<file path="src/rtl/chan_seq_pkg.sv">
package chan_seq_pkg;
  localparam int CMD_W = 2;
  localparam int STAT_W = 2;
  localparam logic [CMD_W-1:0] CMD_HALT = 2'd1;
  localparam logic [CMD_W-1:0] CMD_STOP = 2'd2;
  localparam logic [STAT_W-1:0] ST_OFF = 2'd0;
  localparam logic [STAT_W-1:0] ST_RUN = 2'd1;
  localparam logic [STAT_W-1:0] ST_HOLD = 2'd2;
  localparam logic [STAT_W-1:0] ST_FAULT = 2'd3;

  typedef enum logic [2:0] {PH_OFF, PH_ARM, PH_FETCH, PH_WAIT, PH_HOLD} phase_t;
  typedef enum logic [1:0] {V_STOP, V_HOLD, V_NEXT} verdict_t;

  // Decision after a finished descriptor.
  function automatic verdict_t judge(input logic chained, input logic [CMD_W-1:0] cmd);
    if (!chained || cmd == CMD_STOP) return V_STOP;
    if (cmd == CMD_HALT) return V_HOLD;
    return V_NEXT;
  endfunction

  // Status code seen by software; a fault overrides the phase.
  function automatic logic [STAT_W-1:0] status_of(input phase_t ph, input logic fault);
    if (fault) return ST_FAULT;
    case (ph)
      PH_OFF:  return ST_OFF;
      PH_HOLD: return ST_HOLD;
      default: return ST_RUN;
    endcase
  endfunction
endpackage

</file>
<file path="src/rtl/chan_seq_ctl.sv">
module chan_seq_ctl (
  input  logic clk,
  input  logic rst_n,
  input  logic wr,
  input  logic w_en,
  input  logic w_cont,
  input  logic resume_now,
  input  logic stop_clr_en,
  output logic en_q,
  output logic cont_q
);
  always_ff @(posedge clk) begin
    if (!rst_n) begin
      en_q <= 1'b0;
      cont_q <= 1'b0;
    end else if (wr) begin
      en_q <= w_en;
      cont_q <= resume_now ? 1'b0 : w_cont;
    end else if (stop_clr_en) begin
      en_q <= 1'b0;
    end
  end


  cont_selfclr_chk: assert property (@(posedge clk) disable iff (!rst_n)
    resume_now |=> !cont_q);
endmodule

</file>
<file path="src/rtl/chan_seq_fsm.sv">
module chan_seq_fsm
  import chan_seq_pkg::*;
(
  input  logic clk,
  input  logic rst_n,
  input  logic wr,
  input  logic w_en,
  input  logic w_cont,
  input  logic w_from_start,
  input  logic chained,
  input  logic desc_done,
  input  logic [CMD_W-1:0] desc_cmd,
  input  logic load_err,
  output logic [STAT_W-1:0] status,
  output logic load_req,
  output logic adv_req,
  output logic fetch_req,
  output logic stop_clr_en,
  output logic resume_now,
  output logic done_take,
  output logic pause_take
);
  phase_t ph;
  logic arm_load;
  logic fault;
  verdict_t verdict;

  assign verdict = judge(chained, desc_cmd);
  assign done_take = (ph == PH_WAIT) && desc_done && !load_err;
  assign stop_clr_en = done_take && (verdict == V_STOP);
  assign pause_take = done_take && (verdict == V_HOLD);
  assign resume_now = (ph == PH_HOLD) && wr && w_en && w_cont;
  assign load_req = (ph == PH_ARM) && arm_load;
  assign adv_req = (ph == PH_ARM) && !arm_load;
  assign fetch_req = (ph == PH_FETCH);
  assign status = status_of(ph, fault);

  always_ff @(posedge clk) begin
    if (!rst_n) begin
      ph <= PH_OFF;
      arm_load <= 1'b0;
      fault <= 1'b0;
    end else begin
      case (ph)
        PH_OFF: if (wr && w_en) begin
          fault <= 1'b0;
          arm_load <= 1'b1;
          ph <= PH_ARM;
        end
        PH_HOLD: if (wr && w_cont) begin
          if (w_en) begin
            arm_load <= w_from_start;
            ph <= PH_ARM;
          end else begin
            ph <= PH_OFF;
          end
        end
        PH_ARM:   ph <= PH_FETCH;
        PH_FETCH: ph <= PH_WAIT;
        PH_WAIT: if (load_err) begin
          fault <= 1'b1;
          ph <= PH_OFF;
        end else if (desc_done) begin
          case (verdict)
            V_STOP: ph <= PH_OFF;
            V_HOLD: ph <= PH_HOLD;
            default: begin
              arm_load <= 1'b0;
              ph <= PH_ARM;
            end
          endcase
        end
        default: ph <= PH_OFF;
      endcase
    end
  end


  req_onehot_chk: assert property (@(posedge clk) disable iff (!rst_n)
    $onehot0({load_req, adv_req, fetch_req}));

  load_then_fetch_chk: assert property (@(posedge clk) disable iff (!rst_n)
    load_req |=> fetch_req);

  adv_then_fetch_chk: assert property (@(posedge clk) disable iff (!rst_n)
    adv_req |=> fetch_req);

  fault_code_chk: assert property (@(posedge clk) disable iff (!rst_n)
    (ph == PH_WAIT && load_err) |=> status == ST_FAULT);

  hold_code_chk: assert property (@(posedge clk) disable iff (!rst_n)
    pause_take |=> status == ST_HOLD);

  hold_exit_chk: assert property (@(posedge clk) disable iff (!rst_n)
    (ph == PH_HOLD && wr && !w_en && w_cont) |=> status == ST_OFF);
endmodule

</file>
<file path="src/rtl/chan_seq_evt.sv">
module chan_seq_evt (
  input  logic clk,
  input  logic rst_n,
  input  logic done_take,
  input  logic intr,
  input  logic pause_take,
  output logic dma_done_q,
  output logic src_done_q,
  output logic pause_q
);
  always_ff @(posedge clk) begin
    if (!rst_n) begin
      dma_done_q <= 1'b0;
      src_done_q <= 1'b0;
      pause_q <= 1'b0;
    end else begin
      dma_done_q <= done_take;
      src_done_q <= done_take && intr;
      pause_q <= pause_take;
    end
  end


  src_needs_done_chk: assert property (@(posedge clk) disable iff (!rst_n)
    src_done_q |-> dma_done_q);
endmodule

</file>
<file path="src/rtl/chan_seq.sv">
module chan_seq
  import chan_seq_pkg::*;
(
  input  logic clk,
  input  logic rst_n,
  input  logic ctl_wr,
  input  logic ctl_en,
  input  logic ctl_cont,
  input  logic ctl_from_start,
  input  logic list_mode,
  input  logic desc_done,
  input  logic [CMD_W-1:0] desc_cmd,
  input  logic desc_intr,
  input  logic load_err,
  output logic en_bit,
  output logic cont_bit,
  output logic [STAT_W-1:0] run_status,
  output logic load_ptr_req,
  output logic adv_ptr_req,
  output logic fetch_req,
  output logic dma_done_evt,
  output logic src_done_evt,
  output logic pause_evt
);
  logic stop_clr_en, resume_now, done_take, pause_take;

  chan_seq_fsm fsm_i (
    .clk(clk), .rst_n(rst_n), .wr(ctl_wr), .w_en(ctl_en), .w_cont(ctl_cont),
    .w_from_start(ctl_from_start), .chained(list_mode), .desc_done(desc_done),
    .desc_cmd(desc_cmd), .load_err(load_err), .status(run_status),
    .load_req(load_ptr_req), .adv_req(adv_ptr_req), .fetch_req(fetch_req),
    .stop_clr_en(stop_clr_en), .resume_now(resume_now),
    .done_take(done_take), .pause_take(pause_take)
  );

  chan_seq_ctl ctl_i (
    .clk(clk), .rst_n(rst_n), .wr(ctl_wr), .w_en(ctl_en), .w_cont(ctl_cont),
    .resume_now(resume_now), .stop_clr_en(stop_clr_en),
    .en_q(en_bit), .cont_q(cont_bit)
  );

  chan_seq_evt evt_i (
    .clk(clk), .rst_n(rst_n), .done_take(done_take), .intr(desc_intr),
    .pause_take(pause_take), .dma_done_q(dma_done_evt),
    .src_done_q(src_done_evt), .pause_q(pause_evt)
  );


  stop_clears_en_chk: assert property (@(posedge clk) disable iff (!rst_n)
    (stop_clr_en && !ctl_wr) |=> (!en_bit && run_status == ST_OFF));
endmodule

</file>
<file path="config.mk">
export PLATFORM = sky130hd
export DESIGN_NAME = chan_seq
export DESIGN_NICKNAME = d
export VERILOG_FILES = /design/src/rtl/chan_seq_pkg.sv /design/src/rtl/chan_seq_ctl.sv /design/src/rtl/chan_seq_fsm.sv /design/src/rtl/chan_seq_evt.sv /design/src/rtl/chan_seq.sv
export SDC_FILE = /design/constraint.sdc
export NUM_CORES = 1
export LEC_CHECK = 0
export CAP_MARGIN = 20
export CELL_PAD_IN_SITES_DETAIL_PLACEMENT = 0
export CELL_PAD_IN_SITES_GLOBAL_PLACEMENT = 1
export CORE_MARGIN = 2
export CORE_UTILIZATION = 32
export CTS_CLUSTER_SIZE = 24
export DETAILED_ROUTE_END_ITERATION = 16
export MAX_ROUTING_LAYER = met4
export PLACE_DENSITY = 0.84
export SLEW_MARGIN = 20
export SYNTH_ARGS = -nofsm -noshare
export SYNTH_HDL_FRONTEND = slang
export SYNTH_SLANG_ARGS = --single-unit
</file>
<file path="constraint.sdc">
create_clock -name clk -period 2.25 [get_ports clk]
set_input_delay 0.225 -clock clk [delete_from_list [all_inputs] [get_ports clk]]
set_output_delay 0.225 -clock clk [all_outputs]
set_load 0.01 [all_outputs]
</file>
==> results of run 1 <==
==> through the flow <==
step	hold WS [ps]	total power, W	area [um2]
2_1_floorplan	347	0.000237	568
3_3_place_gp	466	0.000278	766
3_5_place_dp	459	0.000278	766
4_1_cts	481	0.000405	788
5_1_grt	488	0.000424	788
6_report	482	0.000401	788
==> per-layer routing <==
metal	wire, um	GRT usage	vias up
met1	600	0.168	246
li1	-	-	277
met5	0	-	-
met3	64	0.0392	4
met2	617	0.178	18
met4	26	0.0857	0
==> logic make-up after synthesis <==
kind of cell	after synthesis	synth area share
AO/OA/AOI/OAI	16	0.183
buffers and inverters	7	0.0793
flip-flops	10	0.352
AND/OR/NAND/NOR	30	0.385
==> synthesized netlist by cell type, types with 2 or more instances <==
| library cell | instances |
|---|---|
| a21oi_1 | 5 |
| a31oi_1 | 2 |
| and4bb_2 | 2 |
| buf_6 | 2 |
| dfxtp_1 | 10 |
| inv_1 | 3 |
| nand2_1 | 5 |
| nand2b_1 | 3 |
| nand3_1 | 4 |
| nand3b_1 | 2 |
| nor3b_1 | 3 |
| o211ai_1 | 2 |
| o21ai_0 | 2 |
==> state kept, by name (all words and copies together), names as in the netlist <==
register and count:
ctl_i.cont_q 1, ctl_i.en_q 1, evt_i.dma_done_q 1, evt_i.pause_q 1, evt_i.src_done_q 1, fsm_i.arm_load 1
fsm_i.fault 1, fsm_i.ph 3
==> area by class of cell <==
class / count / area, um2
Inverter: 3 / 11.3
Multi-Input combinational cell: 46 / 323
Clock buffer: 3 / 22.5
Fill cell: 169 / 901
Tap cell: 17 / 21.3
Timing Repair Buffer: 21 / 210
Sequential cell: 10 / 200
==> where the power goes <==
part	internal (W)	leakage, nW	switching, W	total (W)
sequential	0.000184	0.0815	0.0000118	0.000196
clock	0.0000619	0.0138	0.0000643	0.000126
combinational	0.0000471	0.210	0.0000317	0.0000788
total	0.000293	0.305	0.000108	0.000401
==> critical path: cells and delay by family, from the launching register on <==
kind	cells	cell delay, ps
buffers and inverters	1	580
and+or+nand+nor	1	280
DFF	1	560
==> worst paths after layout <==
kind                                   start            to  slack [ps]  cells past startpoint
worst max register to register   fsm_i.ph[0]    ctl_i.en_q         940                      4
worst max-delay path             fsm_i.ph[0]   adv_ptr_req         330                      2
worst min register to register  ctl_i.cont_q  ctl_i.cont_q         480                      2
worst min-delay path            ctl_i.cont_q  ctl_i.cont_q         480                      2
==> results.py, run 1 <==
metrics = {
    "sta": {
        "fin_setup_tns_ps": 0,
        "finClkSkew_ps": 3.97,
        "rsz0062_at_grt": "false",
        "fmax_mhz": 521,
        "slew_violations": 0,
        "final-setup-viol-count": 0,
        "setup_ws_ps": 330,
        "post-route-min-period_ps": 1920,
        "worst_pin_slew_ps": 411,
        "slew_headroom": 0.725,
        "hold_viol_final": 0,
        "min_period_over_period": 0.853,
    },
    "power": {
        "ir_drop_mv": 0.342,
        "leakage_nw": 0.305,
        "power.density_mw_per_mm2": 508,
    },
    "detailed_routing": {
        "drtIter0Drc": 17,
        "post_drt_wl_per_cell_um": 13.1,
        "ant_nets": 0,
        "via_per_inst": 5.45,
        "vias": 545,
        "drcViolationCount": 0,
        "wl_mm": 1.31,
        "dr.pass1.iters": 7,
    },
    "setup_path": {
        "startpoint_type": "flip-flop",
        "crit_slowest_cell": "clkdlybuf4s50_1",
        "critPathMaxFanout": 11,
        "worstSetupPathType": "reg -> out",
        "timing.critical_path.cells": "nor4b_1 > clkdlybuf4s50_1",
        "crit_required_ps": 2030,
        "arrival_ps": 1700,
        "critPathCaptureType": "output pin",
        "max_stage_delay_ps": 580,
    },
    "global_routing": {
        "antenna_found_initial": 0,
        "track_usage": 0.132,
        "grt_max_degree": 13,
        "overflow": 0,
        "grt_first_pass_wirelength_mm": 1.88,
        "grt_pass1_vias": 418,
    },
    "run_status": {
        "status": "finished clean",
    },
    "yosys": {
        "synth_area_leaders": "dfxtp_1, a21oi_1, and4bb_2",
        "synthCells": 63,
        "synth-edff-count": 0,
        "synth_top_area_frac": 0.352,
        "yosys.area.top_type": "dfxtp_1",
        "syn_avg_cell_area_um2": 9.02,
        "async_flop_share": 0,
        "yosysWarningCount": 0,
        "syn_nets": 75,
        "ys_ff_latch": 10,
        "ys.flop_type": "dfxtp_1",
        "synth_seq_area_share": 0.352,
        "ys_types": 31,
        "netlist_area_um2": 568,
    },
    "die": {
        "core_area_mm2": 0.00169,
        "ios": 22,
        "dieArea_mm2": 0.00213,
        "rows": 15,
        "initial_core_util": 0.336,
        "die_w_um": 46.1,
        "die-height_um": 46.1,
    },
    "place": {
        "placedCellCount": 97,
        "io_buffers": 21,
        "routabilityCongestion": 0.764,
        "hpwl_um": 933,
        "post-place-ws_ps": 641,
    },
    "clock_tree": {
        "cts_setup_buffers": 0,
        "clock_sinks": 10,
        "cts_buffers": 3,
        "cts_hold_buf": 0,
        "cts_root_buf": "clkbuf_4",
        "post_cts_resized": 0,
        "cts_max_level": 1,
        "clk_latency_ps": 270,
        "cts_tree": "yes",
        "clockBufferDepth": 2,
        "path_clk_slew_ps": 70,
    },
    "job": {
        "maxCapViolations": 0,
    },
    "layout": {
        "drive_above_1_share": 0.108,
        "final_util": 0.467,
        "nets": 97,
        "diodes": 0,
        "final_common_cell": "clkdlybuf4s50_1",
        "stdcell_count": 100,
        "layout_common_cells": "clkdlybuf4s50_1, dfxtp_1, nand2_1, a21oi_1, nand3_1",
        "area_growth_pct": 38.8,
    },
    "hold_path": {
        "hp-class": "reg -> reg",
    },
}
(Power assumes the default switching activity.)
==> run 2: changes to the inputs <==
--- a/constraint.sdc
+++ b/constraint.sdc
@@ -3,2 +3,2 @@
 set_output_delay 0.225 -clock clk [all_outputs]
-set_load 0.01 [all_outputs]
+set_load 0.05 [all_outputs]
==> results.py, run 2 (synthesis gave the netlist of run 1 again) <==
metrics = {
    "sta": {
        "slew_violations": 0,
        "slew_headroom": 0.667,
        "min_period_over_period": 0.957,
        "finClkSkew_ps": 3.22,
        "worst_pin_slew_ps": 498,
        "final-setup-viol-count": 0,
        "fin_setup_tns_ps": 0,
        "setup_ws_ps": 97.4,
        "post-route-min-period_ps": 2150,
        "hold_viol_final": 0,
        "fmax_mhz": 465,
        "rsz0062_at_grt": "false",
    },
    "detailed_routing": {
        "via_per_inst": 5.55,
        "wl_mm": 1.32,
        "post_drt_wl_per_cell_um": 13.2,
        "ant_nets": 0,
        "drtIter0Drc": 8,
        "drcViolationCount": 0,
        "dr.pass1.iters": 5,
        "vias": 555,
    },
    "layout": {
        "final_common_cell": "clkdlybuf4s50_1",
        "diodes": 0,
        "largest-register": "fsm_i.ph",
        "layout_common_cells": "clkdlybuf4s50_1, dfxtp_1, nand2_1, a21oi_1, nand3_1",
        "final_util": 0.472,
        "largest_reg_flops": 3,
        "area_growth_pct": 40.3,
        "drive_above_1_share": 0.120,
        "nets": 97,
    },
    "setup_path": {
        "critPathMaxFanout": 11,
        "critPathCaptureType": "output pin",
        "crit_required_ps": 2030,
        "worstSetupPathType": "reg -> out",
        "max_stage_delay_ps": 800,
        "timing.critical_path.cells": "and4bb_2 > clkdlybuf4s50_1",
        "arrival_ps": 1930,
        "crit_slowest_cell": "clkdlybuf4s50_1",
        "startpoint_type": "flip-flop",
    },
    "global_routing": {
        "grt_use_met3": 0.0392,
        "overflow": 0,
        "grt.met2_usage": 0.208,
        "antenna_found_initial": 0,
        "grt_pass1_vias": 466,
        "grt_first_pass_wirelength_mm": 2.07,
        "grt.busiest_layer": "met2",
        "track_usage": 0.142,
        "grt_max_degree": 13,
        "grtUsageMet1": 0.178,
    },
    "die": {
        "die-height_um": 46.1,
        "initial_core_util": 0.336,
        "rows": 15,
        "die_w_um": 46.1,
        "core_area_mm2": 0.00169,
        "ios": 22,
        "dieArea_mm2": 0.00213,
    },
    "run_status": {
        "status": "finished clean",
    },
    "clock_tree": {
        "cts_hold_buf": 0,
        "clockBufferDepth": 2,
        "clk_latency_ps": 260,
        "cts_buffers": 3,
        "clock_sinks": 10,
        "path_clk_slew_ps": 70,
        "cts_tree": "yes",
        "cts_max_level": 1,
        "cts_root_buf": "clkbuf_4",
    },
    "place": {
        "hpwl_um": 951,
        "routabilityCongestion": 0.778,
        "post-place-ws_ps": 385,
        "io_buffers": 21,
    },
    "power": {
        "power.density_mw_per_mm2": 533,
        "leakage_nw": 0.324,
        "internal-power_w": 0.000293,
        "ir_drop_mv": 0.354,
        "clockPowerShare": 0.290,
        "switchingPower_w": 0.000132,
        "pwr-share-seq": 0.462,
        "power.share.combinational": 0.248,
        "swShare": 0.310,
        "p_total_w": 0.000425,
    },
    "job": {
        "maxCapViolations": 0,
    },
    "hold_path": {
        "hp-class": "reg -> reg",
    },
}
-- run 2: worst paths after layout --
check,from,end,slack [ps],cells after the start
min,ctl_i.cont_q,ctl_i.cont_q,480,2
max,fsm_i.ph[0],load_ptr_req,100,2
min reg2reg,ctl_i.cont_q,ctl_i.cont_q,480,2
max reg2reg,fsm_i.ph[0],ctl_i.en_q,940,4
-- run 2: power by group through the flow --
| stage | logic (W) | clock network [W] | registers, W |
|---|---|---|---|
| finish | 0.000105 | 0.000123 | 0.000196 |
| global route | 0.000112 | 0.000138 | 0.000198 |
| global placement | 0.000105 | 0 | 0.000199 |
| floorplan | 0.0000642 | 0 | 0.000199 |
| detailed placement | 0.000105 | 0 | 0.000200 |
| CTS | 0.000105 | 0.000127 | 0.000196 |
-- run 2: layout make-up --
cell class                      instances  area, um2
Tap cell                               17       21.3
Inverter                                3       11.3
Sequential cell                        10        200
Fill cell                             179        892
Timing Repair Buffer                   21        213
Clock buffer                            3       22.5
Multi-Input combinational cell         46        329
-- run 2: routing by layer --
| layer | vias up | wire length (um) |
|---|---|---|
| met5 | - | 0 |
| met4 | 0 | 10 |
| met3 | 2 | 77 |
| met2 | 22 | 631 |
| met1 | 250 | 602 |
| li1 | 281 | - |
-- run 2: stage by stage --
step | hold WS [ps] | cells | area, um2
after floorplan | 347 | 63 | 574
after global placement | 464 | 97 | 772
after detailed placement | 466 | 97 | 772
after CTS | 478 | 100 | 795
after global routing | 502 | 100 | 797
final | 476 | 100 | 797
-- run 2: what timing repair did --
item                       4_1_cts  5_1_grt
setup endpoints to repair        0        1
resized for setup                0        1
buffers inserted                 0        0
-- run 2: critical path: cells and delay by family, from the launching register on --
kind,cells,cell delay [ps]
buffers and inverters,1,800
flip-flops,1,580
AND/OR/NAND/NOR,1,290
